[config.mk]
export PLATFORM = sky130hd
export DESIGN_NAME = bl_seq_ctrl
export DESIGN_NICKNAME = d
export VERILOG_FILES = /design/src/rtl/bl_seq_ctrl.sv
export SDC_FILE = /design/constraint.sdc
export NUM_CORES = 1
export LEC_CHECK = 0
export BUFFER_PORTS_ARGS = -buffer_cell sky130_fd_sc_hd__buf_2
export CAP_MARGIN = 10
export CORE_ASPECT_RATIO = 1.25
export CORE_UTILIZATION = 35
export CTS_CLUSTER_DIAMETER = 30
export CTS_CLUSTER_SIZE = 20
export DETAILED_ROUTE_END_ITERATION = 7
export HOLD_SLACK_MARGIN = 0.03
export MAX_ROUTING_LAYER = met4
export PLACE_DENSITY_LB_ADDON = 0.3
export SLEW_MARGIN = 0
export SYNTH_ARGS = -nofsm -noshare
export SYNTH_HDL_FRONTEND = slang
export SYNTH_SLANG_ARGS = --single-unit
[constraint.sdc]
create_clock -name clk -period 2 [get_ports clk]
set_input_delay 0.2 -clock clk [delete_from_list [all_inputs] [get_ports clk]]
set_output_delay 0.2 -clock clk [all_outputs]
set_load 0.1 [all_outputs]
[src/rtl/bl_seq_ctrl.sv]
module bl_seq_ctrl #(
  parameter int ROW_BITS  = 4,
  parameter int PRE_CYC   = 2,
  parameter int SWING_CYC = 3,
  parameter int SENSE_CYC = 2,
  parameter int DRV_CYC   = 2,
  parameter int WR_CYC    = 2,
  parameter int CNT_W     = 8
) (
  input  logic                     clk,
  input  logic                     rst_n,
  input  logic                     start,
  input  logic                     wr,
  input  logic [ROW_BITS-1:0]      row,
  output logic                     busy,
  output logic                     done,
  output logic                     prech,
  output logic [(1<<ROW_BITS)-1:0] wl,
  output logic                     sense_clk,
  output logic                     iso,
  output logic                     wdrv
);
  localparam int ROWS = 1 << ROW_BITS;

  typedef enum logic [2:0] {S_IDLE, S_PRE, S_RISE, S_SENSE, S_DRIVE, S_WRITE, S_FIN} st_t;

  st_t                 st, st_nx;
  logic [CNT_W-1:0]    cnt, len;
  logic [ROW_BITS-1:0] row_q;
  logic                last, wl_on;

  always_comb begin
    case (st)
      S_PRE:   len = CNT_W'(PRE_CYC);
      S_RISE:  len = CNT_W'(SWING_CYC);
      S_SENSE: len = CNT_W'(SENSE_CYC);
      S_DRIVE: len = CNT_W'(DRV_CYC);
      S_WRITE: len = CNT_W'(WR_CYC);
      default: len = CNT_W'(1);
    endcase
  end

  assign last = (cnt == len - CNT_W'(1));

  always_comb begin
    st_nx = st;
    case (st)
      S_IDLE:  if (start) st_nx = wr ? S_DRIVE : S_PRE;
      S_PRE:   if (last) st_nx = S_RISE;
      S_RISE:  if (last) st_nx = S_SENSE;
      S_SENSE: if (last) st_nx = S_FIN;
      S_DRIVE: if (last) st_nx = S_WRITE;
      S_WRITE: if (last) st_nx = S_FIN;
      default: st_nx = S_IDLE;
    endcase
  end

  always_ff @(posedge clk or negedge rst_n) begin
    if (!rst_n) begin
      st    <= S_IDLE;
      cnt   <= '0;
      row_q <= '0;
    end else begin
      st <= st_nx;
      if (st_nx != st) cnt <= '0;
      else if (st != S_IDLE) cnt <= cnt + CNT_W'(1);
      if (st == S_IDLE && start) row_q <= row;
    end
  end

  assign wl_on     = (st == S_RISE) || (st == S_WRITE);
  assign wl        = wl_on ? (ROWS'(1) << row_q) : '0;
  assign busy      = (st != S_IDLE);
  assign done      = (st == S_FIN);
  assign prech     = (st == S_PRE);
  assign sense_clk = (st == S_SENSE);
  assign iso       = (st == S_SENSE);
  assign wdrv      = (st == S_DRIVE) || (st == S_WRITE);
endmodule

==> key figures <==
Outcome
  – Status: complete, but fails checks
  – Failing checks: setup timing

Setup path
  – Crit path arrival time: 2000 ps
  – CP startpoint kind: flip-flop
  – CP Capture Type: primary output
  – Crit Path Max Fanout: 4
  – R2R cell count: 5
  – CP required: 1800 ps
  – Critical path type: flip-flop to primary output
  – Critical Path Most Common Cell: or3b_4
  – Slowest cell delay on critical path: 460 ps
  – Cell Chain, Critical Path: or3b_4 -> o21ai_4 -> or3b_4 -> nor3_4 -> buf_12
  – Slowest cell on crit path: or3b_4

Die
  – Die Wd: 51.0 um
  – DIE AREA: 3220 sq um
  – Rows: 21
  – Core area: 2760 sq um
  – Io pins: 30
  – Starting Density: 0.380
  – Die height: 63.2 um

STA
  – Final hold vios: 0
  – Fin. max-slew vios: 0
  – Fin crit share: 1.10
  – Final setup vio count: 13
  – Min Clock Period, post-route: 2200 ps
  – RSZ-0062 raised after global routing: yes
  – Worst Max-Slew Pin Slew: 484 ps
  – Worst slew margin: 0.679
  – Worst hold slack: 135 ps
  – FMAX: 455 MHz
  – Final worst slack: -199 ps
  – Final Skew: 1.72 ps

Routing
  – Post-Route WL: 2.72 mm
  – Total number of vias: 1013
  – Remaining DRCs: 0
  – Drt pass-1 iters: 4
  – WL/cell: 14.4 um
  – Via-to-Cell Ratio: 5.36
  – Post-route ant nets: 0
  – DR iter-0 viols: 27

Placed design
  – Hpwl dp: 2.15 mm
  – RePlAce Congestion: 0.870
  – Place WS: 125 ps
  – IO buf count: 29
  – Placed Area: 1630 sq um

Yosys
  – Cell variety after synth: 35
  – Synthesized netlist net count: 126
  – Seq/Total Area, Yosys: 0.358
  – Syn Area/Cell: 8.97 sq um
  – Synth Instances: 117
  – EDFF count, synth: 0
  – Yosys reg bits: 15
  – Mapped Area: 1050 sq um
  – Ys async rst share: 1.00
  – Ys Warns: 0
  – Post-synth top flop: dfrtp_1

Finish
  – Most frequent cells in the layout: buf_12, dfrtp_1, buf_2
  – Final instance area: 1720 sq um
  – Fin nets: 165
  – Layout area overhead: 63.5%
  – Share of cells above drive strength 1: 0.516
  – Ant. Diodes: 0
  – Most common cell after layout, fill and taps aside: buf_12

Clock network
  – Clock Sink Count: 15
  – Worst-skew pair later-pin latency: 290 ps
  – Clk buf depth: 2
  – Clock buffer count from CTS: 3
  – H-tree depth: 1
  – Clk slew on worst S/H paths: 90 ps
  – Root buf cell: clkbuf_4
  – CTS tree: yes

Pwr
  – P per Cell Area: 1580 nW/um^2
  – Worst IR drop on VDD: 0.00126 V
  – Combinational share of power: 0.720
  – Flop pwr share: 0.213
  – Clock power frac: 0.067
  – Pleak: 0.000714 uW
  – Pint: 1120 uW
  – Net Sw Frac: 0.585
  – Overall Power: 2710 uW
  – NetSw: 1580 uW

Run
  – Total of max-cap violations: 0

Global route
  – First-pass GRT wire length: 4.66 mm
  – Vias in the first global route: 1056
  – Antenna violations before repair: 0
  – Total GRT Usage: 0.193
  – Largest net degree at the start of global routing: 16
  – GR Overflow Total: 0

Hold path
  – Worst hold path depth: 2
  – Tightest Hold Check Type: input pin to flip-flop
[registers in the layout, summed over array words and instances, names as in the netlist]
name	flops
cnt	8
row_q	4
st	3
[critical path, delay by kind of cell (launching register included)]
family,cells,cell delay [ps]
simple gates,3,1030
buf+inv,1,200
compound gates,1,80
flops,1,390
[path summary, 6_finish.rpt]
path	from	end	slack, ps
hold reg to reg	cnt[7]$_DFFE_PN0P_	cnt[7]$_DFFE_PN0P_	600
hold / removal	row[3]	row_q[3]$_DFFE_PN0P_	130
setup reg to reg	st[2]$_DFF_PN0_	cnt[3]$_DFFE_PN0P_	150
setup / recovery	st[0]$_DFF_PN0_	wl[0]	-200
max in group asynchronous	rst_n	cnt[0]$_DFFE_PN0P_	1420
min in group asynchronous	rst_n	cnt[5]$_DFFE_PN0P_	330
[stage by stage]
| step | util | instances | setup TNS (ps) |
|---|---|---|---|
| after global routing | 0.622 | 189 | -2220 |
| final | 0.622 | 189 | -1240 |
| after global placement | 0.591 | 182 | 0 |
| after floorplan | - | 117 | -2670 |
| after detailed placement | 0.591 | 182 | 0 |
| after CTS | 0.614 | 189 | -1240 |
[Yosys cell counts (all sizes together), types with 3 or more instances]
cell / instances / area, sq um
mux2: 4 / 45.0
nand4: 4 / 25.0
nand2: 8 / 30.0
a21oi: 8 / 70.1
nand2b: 4 / 25.0
xor2: 6 / 52.6
buf: 5 / 48.8
nor2b: 3 / 18.8
nor2: 17 / 63.8
inv: 7 / 26.3
dfrtp: 15 / 375
nor3: 6 / 35.0
nor4: 3 / 18.8
[per-layer routing]
| metal | routed length (um) | global-route usage |
|---|---|---|
| met1 | 1050 | 0.211 |
| met2 | 1510 | 0.342 |
| met3 | 84 | 0.0193 |
| met4 | 72 | 0.0833 |
| met5 | 0 | - |
[cell families after synthesis]
family / count (synthesis) / synth area share
buffers and inverters: 13 / 0.0751
xor gates and xnor gates: 7 / 0.0584
adders and majority gates: 1 / 0.0119
and+or+nand+nor: 56 / 0.282
DFF: 15 / 0.358
AOI/OAI and AO/OA: 20 / 0.162
muxes: 5 / 0.0524
[power groups by stage]
stage	clock network (uW)	registers [uW]	logic, uW
2_1_floorplan	0	560	1530
3_3_place_gp	0	572	1820
3_5_place_dp	0	582	1870
4_1_cts	186	574	1910
5_1_grt	192	596	2070
6_report	182	577	1950
[cell type report]
class / count / area, sq um
clock buffers: 4 / 26.3
fillers: 241 / 1040
inverters: 7 / 26.3
multi-input cells: 89 / 762
flip-flops and latches: 15 / 375
well taps: 34 / 42.5
repair buffers: 40 / 484
[repair_timing]
| action | 4_1_cts | 5_1_grt |
|---|---|---|
| resized for setup | 3 | 5 |
| hold buffers | 1 | 0 |
| endpoints found under the setup margin | 12 | 17 |
| pin swaps | 2 | 3 |
| setup buffers | 2 | 0 |
| hold endpoints to repair | 15 | 0 |
Note: power is estimated with default switching activity, not from simulation.
